`config.mk`:
```
export PLATFORM = sky130hd
export DESIGN_NAME = pcit_burst_read
export DESIGN_NICKNAME = d
export VERILOG_FILES = /design/src/rtl/pcit_pkg.sv /design/src/rtl/pcit_addr_decode.sv /design/src/rtl/pcit_prefetch_fifo.sv /design/src/rtl/pcit_fetch_ctrl.sv /design/src/rtl/pcit_burst_read.sv
export SDC_FILE = /design/constraint.sdc
export NUM_CORES = 1
export LEC_CHECK = 0
export ABC_CLOCK_PERIOD_IN_PS = 3500
export BUFFER_PORTS_ARGS = -buffer_cell sky130_fd_sc_hd__buf_4
export CAP_MARGIN = 20
export CORE_UTILIZATION = 30
export DETAILED_ROUTE_END_ITERATION = 8
export PLACE_DENSITY = 0.5
export SLEW_MARGIN = 10
export SYNTH_ARGS = -nofsm -noshare
export SYNTH_HDL_FRONTEND = slang
export SYNTH_SLANG_ARGS = --single-unit
```
`constraint.sdc`:
```
create_clock -name clk -period 3.5 [get_ports clk]
set_input_delay 0 -clock clk [delete_from_list [all_inputs] [get_ports clk]]
set_output_delay 0 -clock clk [all_outputs]
set_load 0.01 [all_outputs]
```
`src/rtl/pcit_pkg.sv`:
```
package pcit_pkg;

  typedef enum logic [2:0] {
    ST_IDLE,
    ST_DECODE,
    ST_START,
    ST_CLAIM,
    ST_TURN1,
    ST_TURN2,
    ST_DATA,
    ST_TAIL
  } pcit_state_e;

  localparam logic [3:0] CMD_MEM_READ = 4'b0110;

endpackage

```
`src/rtl/pcit_addr_decode.sv`:
```
module pcit_addr_decode
  import pcit_pkg::*;
#(
  parameter int WIN_LOG2 = 12,
  localparam int OFS_W = WIN_LOG2 - 2
) (
  input  logic                 clk,
  input  logic                 rst_n,
  input  logic                 capture,
  input  logic [31:0]          ad_lo_in,
  input  logic [3:0]           cbe,
  input  logic                 req64_n,
  input  logic [31:WIN_LOG2]   mem_base,
  output logic                 hit,
  output logic [OFS_W-1:0]     start_ofs
);

  logic [31:0] cap_ad_q;
  logic [3:0]  cap_cmd_q;
  logic        cap_r64n_q;

  always_ff @(posedge clk or negedge rst_n) begin
    if (!rst_n) begin
      cap_ad_q   <= '0;
      cap_cmd_q  <= '0;
      cap_r64n_q <= 1'b1;
    end else if (capture) begin
      cap_ad_q   <= ad_lo_in;
      cap_cmd_q  <= cbe;
      cap_r64n_q <= req64_n;
    end
  end

  logic cmd_ok, win_ok, order_ok;
  assign cmd_ok    = (cap_cmd_q == CMD_MEM_READ) && !cap_r64n_q;
  assign win_ok    = (cap_ad_q[31:WIN_LOG2] == mem_base);
  assign order_ok  = (cap_ad_q[1:0] == 2'b00);
  assign hit       = cmd_ok && win_ok && order_ok;
  assign start_ofs = cap_ad_q[WIN_LOG2-1:2];

endmodule

```
`src/rtl/pcit_prefetch_fifo.sv`:
```
module pcit_prefetch_fifo #(
  parameter int DW    = 64,
  parameter int DEPTH = 4,
  localparam int PW = $clog2(DEPTH),
  localparam int LW = $clog2(DEPTH + 1)
) (
  input  logic          clk,
  input  logic          rst_n,
  input  logic          flush,
  input  logic          push_valid,
  input  logic [DW-1:0] push_data,
  input  logic          pop_ready,
  output logic          pop_valid,
  output logic [DW-1:0] pop_data,
  output logic [LW-1:0] level
);

  logic [DW-1:0] store_q [DEPTH];
  logic [PW-1:0] wr_ptr_q, rd_ptr_q;
  logic          do_push, do_pop;

  assign pop_valid = (level != '0);
  assign pop_data  = store_q[rd_ptr_q];
  assign do_push   = push_valid && !flush;
  assign do_pop    = pop_ready && pop_valid && !flush;

  always_ff @(posedge clk) begin
    if (do_push) store_q[wr_ptr_q] <= push_data;
  end

  always_ff @(posedge clk or negedge rst_n) begin
    if (!rst_n) begin
      wr_ptr_q <= '0;
      rd_ptr_q <= '0;
      level    <= '0;
    end else if (flush) begin
      wr_ptr_q <= '0;
      rd_ptr_q <= '0;
      level    <= '0;
    end else begin
      if (do_push)
        wr_ptr_q <= (wr_ptr_q == PW'(DEPTH - 1)) ? '0 : wr_ptr_q + 1'b1;
      if (do_pop)
        rd_ptr_q <= (rd_ptr_q == PW'(DEPTH - 1)) ? '0 : rd_ptr_q + 1'b1;
      case ({do_push, do_pop})
        2'b10:   level <= level + 1'b1;
        2'b01:   level <= level - 1'b1;
        default: level <= level;
      endcase
    end
  end

  // a word arriving from the backend always finds a free slot
  a_r7_no_overflow: assert property (@(posedge clk) disable iff (!rst_n)
    do_push |-> (level < LW'(DEPTH)));

endmodule

```
`src/rtl/pcit_fetch_ctrl.sv`:
```
module pcit_fetch_ctrl #(
  parameter int OFS_W = 10,
  parameter int DEPTH = 4,
  localparam int LW = $clog2(DEPTH + 1)
) (
  input  logic             clk,
  input  logic             rst_n,
  input  logic             load,
  input  logic [OFS_W-1:0] load_ofs,
  input  logic             enable,
  input  logic             flush,
  input  logic [LW-1:0]    level,
  output logic             mem_rd,
  output logic [OFS_W-1:0] mem_addr,
  output logic             push_valid
);

  logic             rd_q;
  logic [OFS_W-1:0] addr_q;
  logic [LW:0]      pending;

  assign pending    = {1'b0, level} + {{LW{1'b0}}, rd_q};
  assign mem_rd     = enable && (pending < (LW + 1)'(DEPTH));
  assign mem_addr   = addr_q;
  assign push_valid = rd_q && !flush;

  always_ff @(posedge clk or negedge rst_n) begin
    if (!rst_n) begin
      rd_q   <= 1'b0;
      addr_q <= '0;
    end else begin
      rd_q <= mem_rd;
      if (load)        addr_q <= load_ofs;
      else if (mem_rd) addr_q <= addr_q + OFS_W'(2);
    end
  end

  // back-to-back strobes step the word address by two
  a_r6_addr_step: assert property (@(posedge clk) disable iff (!rst_n)
    (mem_rd && $past(mem_rd)) |-> (mem_addr == $past(mem_addr) + OFS_W'(2)));

  // stored plus in-flight words stay within the buffer
  a_r7_credit_bound: assert property (@(posedge clk) disable iff (!rst_n)
    pending <= (LW + 1)'(DEPTH));

endmodule

```
`src/rtl/pcit_burst_read.sv`:
```
module pcit_burst_read
  import pcit_pkg::*;
#(
  parameter int WIN_LOG2 = 12,
  parameter int DEPTH    = 4,
  localparam int OFS_W = WIN_LOG2 - 2
) (
  input  logic               clk,
  input  logic               rst_n,
  input  logic [31:WIN_LOG2] mem_base,
  input  logic               frame_n,
  input  logic               req64_n,
  input  logic               irdy_n,
  input  logic [3:0]         cbe,
  input  logic [31:0]        ad_lo_in,
  output logic [63:0]        ad_out,
  output logic               ad_oe,
  output logic               trdy_n,
  output logic               devsel_n,
  output logic               ack64_n,
  output logic               stop_n,
  output logic               ctl_oe,
  output logic               bk_start,
  output logic               mem_rd,
  output logic [OFS_W-1:0]   mem_addr,
  input  logic [63:0]        mem_rdata,
  output logic               bk_done
);

  localparam int LW = $clog2(DEPTH + 1);

  pcit_state_e state_q, state_d;
  logic        frame_q;
  logic        capture, hit;
  logic [OFS_W-1:0] start_ofs;
  logic        in_claim, in_data, in_tail;
  logic        push_valid, pop_ready, head_valid;
  logic [LW-1:0] level;

  // sequencer
  assign capture = (state_q == ST_IDLE) && !frame_n && frame_q;

  always_comb begin
    state_d = state_q;
    unique case (state_q)
      ST_IDLE:   if (capture) state_d = ST_DECODE;
      ST_DECODE: state_d = hit ? ST_START : ST_IDLE;
      ST_START:  state_d = ST_CLAIM;
      ST_CLAIM:  state_d = ST_TURN1;
      ST_TURN1:  state_d = ST_TURN2;
      ST_TURN2:  state_d = ST_DATA;
      ST_DATA:   if (!irdy_n && frame_n) state_d = ST_TAIL;
      ST_TAIL:   state_d = ST_IDLE;
      default:   state_d = ST_IDLE;
    endcase
  end

  always_ff @(posedge clk or negedge rst_n) begin
    if (!rst_n) begin
      state_q <= ST_IDLE;
      frame_q <= 1'b1;
    end else begin
      state_q <= state_d;
      frame_q <= frame_n;
    end
  end

  // address phase decode
  pcit_addr_decode #(.WIN_LOG2(WIN_LOG2)) u_decode (
    .clk       (clk),
    .rst_n     (rst_n),
    .capture   (capture),
    .ad_lo_in  (ad_lo_in),
    .cbe       (cbe),
    .req64_n   (req64_n),
    .mem_base  (mem_base),
    .hit       (hit),
    .start_ofs (start_ofs)
  );

  // bus-facing decodes of the sequencer state
  assign in_claim = (state_q == ST_CLAIM) || (state_q == ST_TURN1) ||
                    (state_q == ST_TURN2) || (state_q == ST_DATA);
  assign in_data  = (state_q == ST_DATA);
  assign in_tail  = (state_q == ST_TAIL);

  assign ctl_oe   = in_claim || in_tail;
  assign devsel_n = !in_claim;
  assign ack64_n  = !in_claim;
  assign trdy_n   = !in_data;
  assign stop_n   = 1'b1;
  assign ad_oe    = in_data;
  assign bk_start = (state_q == ST_START);
  assign bk_done  = in_tail;

  // backend read issue, running ahead of the bus
  pcit_fetch_ctrl #(.OFS_W(OFS_W), .DEPTH(DEPTH)) u_fetch (
    .clk        (clk),
    .rst_n      (rst_n),
    .load       ((state_q == ST_DECODE) && hit),
    .load_ofs   (start_ofs),
    .enable     (in_claim),
    .flush      (in_tail),
    .level      (level),
    .mem_rd     (mem_rd),
    .mem_addr   (mem_addr),
    .push_valid (push_valid)
  );

  // prefetch buffer; a data phase is the pop handshake
  assign pop_ready = in_data && !irdy_n;

  pcit_prefetch_fifo #(.DW(64), .DEPTH(DEPTH)) u_fifo (
    .clk        (clk),
    .rst_n      (rst_n),
    .flush      (in_tail),
    .push_valid (push_valid),
    .push_data  (mem_rdata),
    .pop_ready  (pop_ready),
    .pop_valid  (head_valid),
    .pop_data   (ad_out),
    .level      (level)
  );

  // the start strobe lasts one clock and is followed by the claim
  a_r2_start_pulse: assert property (@(posedge clk) disable iff (!rst_n)
    bk_start |=> (!bk_start && !devsel_n));

  // claim signals are only low while the control outputs are enabled
  a_r3_claim_driven: assert property (@(posedge clk) disable iff (!rst_n)
    (!devsel_n || !ack64_n) |-> ctl_oe);

  // the buffer already holds a word whenever a data phase is offered
  a_r4_head_ready: assert property (@(posedge clk) disable iff (!rst_n)
    ad_oe |-> head_valid);

  // an initiator wait clock keeps the word on the bus
  a_r5_hold_on_wait: assert property (@(posedge clk) disable iff (!rst_n)
    (ad_oe && irdy_n) |=> (ad_oe && $stable(ad_out)));

  // control release happens only right after the done clock
  a_r8_release: assert property (@(posedge clk) disable iff (!rst_n)
    $fell(ctl_oe) |-> $past(bk_done));

  // the done strobe lasts one clock and no read is issued with it
  a_r9_done_pulse: assert property (@(posedge clk) disable iff (!rst_n)
    bk_done |-> (!mem_rd ##1 !bk_done));

endmodule

```
==> results of run 1 <==
## flip-flops by register name, summed over array words and instances, names as in the netlist
signal / flops
state_q: 3
u_fetch.mem_addr: 10
u_fifo.store_q: 256
u_fifo.level: 3
u_fetch.rd_q: 1
u_decode.cap_cmd_q: 4
u_fifo.wr_ptr_q: 2
u_decode.cap_ad_q: 32
frame_q: 1
u_decode.cap_r64n_q: 1
u_fifo.rd_ptr_q: 2
## metal layers
| layer | wire [um] | up-vias |
|---|---|---|
| li1 | - | 3029 |
| met1 | 11700 | 3378 |
| met2 | 12600 | 199 |
| met3 | 1790 | 50 |
| met4 | 670 | 0 |
| met5 | 0 | - |
## cells by family (layout without fill, tap and decap cells)
kind of cell | after synthesis | in the layout
buffers and inverters | 33 | 395
other | 1 | 2
multiplexers | 111 | 111
XOR/XNOR | 26 | 26
adder cells (fa/ha/maj) | 7 | 7
flip-flops | 315 | 315
AO/OA/AOI/OAI | 20 | 20
AND/OR/NAND/NOR | 68 | 68
## worst max-delay path, cell delays in order, from the launching register on
cell           delay [ps]
dfrtp_1               380
xnor2_1               260
nand4_1               120
dlygate4sd3_1         560
nor4_1                250
dlygate4sd3_1         620
nand2_1                80
mux2_1                320
## cell type report
| cell class | count | area, sq um |
|---|---|---|
| Multi-Input combinational cell | 233 | 2920 |
| Timing Repair Buffer | 321 | 2770 |
| Inverter | 7 | 26.3 |
| Tap cell | 525 | 657 |
| Fill cell | 3608 | 23200 |
| Clock buffer | 45 | 956 |
| Antenna cell | 1 | 2.50 |
| Clock inverter | 22 | 285 |
| Sequential cell | 315 | 9170 |
## metrics by stage
stage                     instance area, sq um  std cells  setup WS (ps)
final                                    16800       1469            788
after global routing                     16800       1469            597
after CTS                                16800       1468            718
after detailed placement                 14500       1294           1320
after global placement                   14500       1294           1360
after floorplan                          12200        581            776
## power by group through the flow
| stage | clock, mW | combinational [mW] | sequential, mW |
|---|---|---|---|
| after detailed placement | 0 | 3.45 | 5.46 |
| after CTS | 4.06 | 3.56 | 5.39 |
| after floorplan | 0 | 2.19 | 5.18 |
| after global routing | 4.18 | 3.75 | 5.48 |
| final | 3.92 | 3.46 | 5.36 |
| after global placement | 0 | 3.44 | 5.45 |
## cell usage in the layout, fill, tap and decap left out, types with 3 or more instances in the layout
| cell type | count |
|---|---|
| clkinv_2 | 3 |
| mux2_2 | 39 |
| clkbuf_1 | 8 |
| mux4_2 | 64 |
| mux2_1 | 3 |
| o21a_1 | 3 |
| a221o_1 | 3 |
| clkinvlp_4 | 3 |
| bufinv_16 | 6 |
| buf_4 | 207 |
| clkinv_1 | 7 |
| a21oi_1 | 3 |
| and3_4 | 4 |
| dlygate4sd3_1 | 107 |
| ha_1 | 6 |
| inv_1 | 7 |
| nand4_1 | 10 |
| buf_12 | 7 |
| dfrtp_1 | 55 |
| nor3_1 | 6 |
| edfxtp_1 | 256 |
| xnor2_1 | 24 |
| nand3_1 | 7 |
| clkbuf_16 | 37 |
| and3_1 | 4 |
| mux2i_1 | 5 |
| nor2_1 | 8 |
| nand2_1 | 11 |
## path summary, 6_finish.rpt
| check | start | slack [ps] | to |
|---|---|---|---|
| max | u_decode.cap_ad_q[12]$_DFFE_PN0P_ | 790 | u_fetch.mem_addr[0]$_DFFE_PN0P_ |
| min | mem_base[17] | 20 | u_fetch.mem_addr[7]$_DFFE_PN0P_ |
| max reg2reg | u_decode.cap_ad_q[12]$_DFFE_PN0P_ | 790 | u_fetch.mem_addr[0]$_DFFE_PN0P_ |
| min reg2reg | u_fetch.mem_addr[0]$_DFFE_PN0P_ | 490 | u_fetch.mem_addr[0]$_DFFE_PN0P_ |
| max in group asynchronous | rst_n | 2790 | u_fifo.rd_ptr_q[0]$_DFFE_PN0P_ |
| min in group asynchronous | rst_n | 80 | u_decode.cap_ad_q[8]$_DFFE_PN0P_ |
## what timing repair did
action,CTS,global route
hold endpoints to repair,360,0
hold buffers,107,0
gates resized for setup,0,0
==> impl_metrics.env, run 1 <==
export IMPL_drt_iter0_drc=258
export IMPL_synth_cells_most_frequent="256 x edfxtp_1, 64 x mux4_2, 57 x dfrtp_1"
export IMPL_p_comb_frac=0.271
export IMPL_syn_cell_area_sq_um=12200
export IMPL_clk_path_buf_depth=3
export IMPL_syn_area_per_cell_sq_um=21.1
export IMPL_yosysTopAreaCellShare=0.628
export IMPL_finClkSkew_ps=16.6
export IMPL_worstPathArrival_ps=3130
export IMPL_fmax_ghz=0.369
export IMPL_p_sw_mw=3.59
export IMPL_use_met1=0.169
export IMPL_grt_pass1_wl_um=41600
export IMPL_synth_fp_nets=713
export IMPL_synth_compound_area_frac=0.0121
export IMPL_grt_setup_unrepaired="false"
export IMPL_holdWs_ps=18.5
export IMPL_drtPass1Iterations=4
export IMPL_cts_buffers=37
export IMPL_worstSetupPathType="flip-flop to flip-flop"
export IMPL_ir_drop_uv=339
export IMPL_drc=0
export IMPL_ys_warn_count=0
export IMPL_synth_cell_types=51
export IMPL_dp_hpwl_um=16200
export IMPL_r2r_cells=7
export IMPL_drt_vias_per_instance=4.53
export IMPL_synthArstFlopShare=0.187
export IMPL_ys_seq_area_frac=0.749
export IMPL_portBuffers=206
export IMPL_switching_share=0.282
export IMPL_hold_depth=5
export IMPL_met2_usage=0.211
export IMPL_critPathRequiredTime_ps=3920
export IMPL_cap_violations=0
export IMPL_synth_edff_count=256
export IMPL_cp_max_fo=2
export IMPL_drt_total_wl_um=26800
export IMPL_drive_gt1_frac=0.410
export IMPL_synth_most_common_cell="edfxtp_1"
export IMPL_ant_nets=0
export IMPL_rows=73
export IMPL_wire_per_inst_um=18.2
export IMPL_grt_usage=0.132
export IMPL_clkTransAtPathRegs_ps=60
export IMPL_total_power_mw=12.7
export IMPL_netlist_instances=581
export IMPL_antenna_found_initial=1
export IMPL_slew_headroom=0.461
export IMPL_vias=6656
export IMPL_htree_levels=2
export IMPL_yosys_area_share_adder=0.00777
export IMPL_end_kind="flip-flop"
export IMPL_finalHoldViolCount=0
export IMPL_power_density_nw_per_um2=759
export IMPL_post_cts_buffers=0
export IMPL_status="finished, final reports clean"
export IMPL_die_area_sq_um=41600
export IMPL_internal_power_mw=9.15
export IMPL_hp_class="primary input to flip-flop"
export IMPL_clock_power_share=0.307
export IMPL_core_area_sq_um=40000
export IMPL_ioPinCount=208
export IMPL_maxSlewViolCount=0
export IMPL_setup_viol=0
export IMPL_tns_ps=0
export IMPL_synth_area_mux_share=0.161
export IMPL_post_synth_and_or_nand_nor_area_fraction=0.0373
export IMPL_final_util=0.419
export IMPL_grt_max_degree=60
export IMPL_leakage_nw=6.06
export IMPL_fp_dieW_um=204
export IMPL_ys_ff_latch=315
export IMPL_gp_congestion=0.711
export IMPL_startpoint_type="flip-flop"
export IMPL_synthTopCellsByArea="edfxtp_1 63%, mux4_2 12%, dfrtp_1 12%"
export IMPL_area_growth_pct=37.1
export IMPL_fin_crit_sh=0.775
export IMPL_clkLatencyLatePin_ps=550
export IMPL_synth_top_family_by_area="multiplexers"
export IMPL_grt_pass1_vias=7212
export IMPL_die_h_um=204
export IMPL_fin_crit_ps=2710
export IMPL_cts_sinks=315
export IMPL_seq_power_share=0.421
export IMPL_synth_top_area_cell="edfxtp_1"
export IMPL_synth_xor_area_share=0.0186
export IMPL_top_usage_layer="met2"
export IMPL_cts_root_buf="clkbuf_16"
export IMPL_grt_util_met3=0.0371
export IMPL_initial_core_util=0.306
export IMPL_grt_ovfl_total=0
export IMPL_worst_pin_slew_ps=809
export IMPL_num_nets_final=1047
export IMPL_cts_tree="built"
export IMPL_synth_ff_type="edfxtp_1"
No activity file was read; power rests on OpenSTA's default activity.
==> inputs of run 2 (changes only) <==
- ABC_CLOCK_PERIOD_IN_PS: 3500 -> 2650
- clock period: 3.5 -> 2.65 ns (I/O delays scaled with it)
==> impl_metrics.env, run 2 (synthesis gave the netlist of run 1 again) <==
export IMPL_drt_iter0_drc=275
export IMPL_finalHoldViolCount=0
export IMPL_worst_pin_slew_ps=777
export IMPL_fin_crit_ps=2490
export IMPL_initial_core_util=0.306
export IMPL_portBuffers=206
export IMPL_die_area_sq_um=41600
export IMPL_slowest_delay_ps=610
export IMPL_fp_dieW_um=204
export IMPL_cp_common_cell="dlygate4sd3_1"
export IMPL_grt_usage=0.132
export IMPL_wire_per_inst_um=18.1
export IMPL_post_cts_buffers=0
export IMPL_ioPinCount=208
export IMPL_drc=0
export IMPL_ir_drop_uv=454
export IMPL_area_growth_pct=37.1
export IMPL_worstPathArrival_ps=2950
export IMPL_hp_class="primary input to flip-flop"
export IMPL_fmax_ghz=0.401
export IMPL_drive_gt1_frac=0.416
export IMPL_final_cell_area_sq_um=16800
export IMPL_top_register="u_fifo.store_q"
export IMPL_die_h_um=204
export IMPL_vias=6653
export IMPL_htree_levels=2
export IMPL_cts_root_buf="clkbuf_16"
export IMPL_maxSlewViolCount=0
export IMPL_drtPass1Iterations=4
export IMPL_clk_path_buf_depth=3
export IMPL_clkLatencyLatePin_ps=530
export IMPL_drt_vias_per_instance=4.52
export IMPL_final_common_cell="edfxtp_1"
export IMPL_final_util=0.419
export IMPL_holdWs_ps=63.2
export IMPL_end_kind="flip-flop"
export IMPL_clkTransAtPathRegs_ps=60
export IMPL_dp_hpwl_um=16500
export IMPL_antenna_found_initial=0
export IMPL_gp_congestion=0.677
export IMPL_crit_slowest_cell="dlygate4sd3_1"
export IMPL_cts_buffers=36
export IMPL_grt_pass1_wl_um=41600
export IMPL_worstSetupPathType="flip-flop to flip-flop"
export IMPL_cts_tree="built"
export IMPL_status="finished, final reports clean"
export IMPL_core_area_sq_um=40000
export IMPL_cp_max_fo=3
export IMPL_ant_nets=0
export IMPL_setup_viol=0
export IMPL_place_area_sq_um=14600
export IMPL_leakage_nw=6.07
export IMPL_fin_crit_sh=0.941
export IMPL_cts_sinks=315
export IMPL_startpoint_type="flip-flop"
export IMPL_critPathRequiredTime_ps=3100
export IMPL_rows=73
export IMPL_grt_ovfl_total=0
export IMPL_grt_pass1_vias=7291
export IMPL_r2r_setup_slack_ps=160
export IMPL_drt_total_wl_um=26700
export IMPL_num_nets_final=1057
export IMPL_power_density_nw_per_um2=985
export IMPL_layout_common_cells="256 x edfxtp_1, 216 x buf_4, 108 x dlygate4sd3_1"
export IMPL_grt_max_degree=65
export IMPL_cap_violations=0
export IMPL_largest_reg_flops=256
export IMPL_antenna_cells=0
export IMPL_finClkSkew_ps=15.6
export IMPL_slew_headroom=0.482
export IMPL_crit_chain="xnor2_1 -> nand4_1 -> dlygate4sd3_1 -> nor4_2 -> dlygate4sd3_1 -> nand3_1 -> o21ai_0"
[run 2: changes by cell type in the layout (fill, tap and decap cells not counted), moves of 2 or more]
cell,before,now
buf_4,207,216
bufinv_16,6,4
clkbuf_1,8,3
clkinv_1,7,9
[run 2: layout make-up]
cell class              instances  area (sq um)
inverters                       7          26.3
clock buffers                  39           912
repair buffers                332          2860
fillers                      3622         23200
flip-flops and latches        315          9170
clock inverters                21           220
multi-input cells             233          2920
well taps                     525           657
[run 2: metal layers]
metal / wire (um) / global-route usage
met5: 0 / 0
met4: 511 / 0.0368
met3: 2040 / 0.0469
met2: 12300 / 0.207
met1: 11800 / 0.171
[run 2: critical path: cells and delay by family (launching register included)]
kind | cells | cell delay, ps
compound gates | 1 | 80
flops | 1 | 390
simple gates | 3 | 550
xor+xnor | 1 | 200
buf+inv | 2 | 1200
[run 2: path summary, 6_finish.rpt]
path	to	cells past startpoint	start
setup reg to reg	u_fetch.mem_addr[7]$_DFFE_PN0P_	7	u_decode.cap_ad_q[26]$_DFFE_PN0P_
min in group asynchronous	u_decode.cap_ad_q[7]$_DFFE_PN0P_	2	rst_n
setup / recovery	u_fetch.mem_addr[7]$_DFFE_PN0P_	7	u_decode.cap_ad_q[26]$_DFFE_PN0P_
hold / removal	u_fetch.mem_addr[7]$_DFFE_PN0P_	6	mem_base[30]
max in group asynchronous	u_fifo.rd_ptr_q[0]$_DFFE_PN0P_	2	rst_n
hold reg to reg	u_fetch.mem_addr[0]$_DFFE_PN0P_	1	u_decode.cap_ad_q[2]$_DFFE_PN0P_
[run 2: power by group]
part	leakage (nW)	total [mW]	switching [mW]	internal, mW
sequential	3.03	6.95	0.561	6.39
clock	0.542	4.80	1.93	2.87
combinational	2.50	4.77	2.21	2.56
[run 2: stage by stage]
step	setup WS (ps)	TNS [ps]	std cells	power, mW
floorplan	622	0	581	9.72
global placement	577	0	1304	11.8
detailed placement	543	0	1304	11.8
CTS	100	0	1472	16.9
global route	-8.32	-8.32	1472	17.4
finish	156	0	1472	16.5
[run 2: what timing repair did]
item,4_1_cts,5_1_grt
setup endpoints to repair,0,1
gates resized for setup,0,1
endpoints found under the hold margin,359,0
hold buffers,108,0
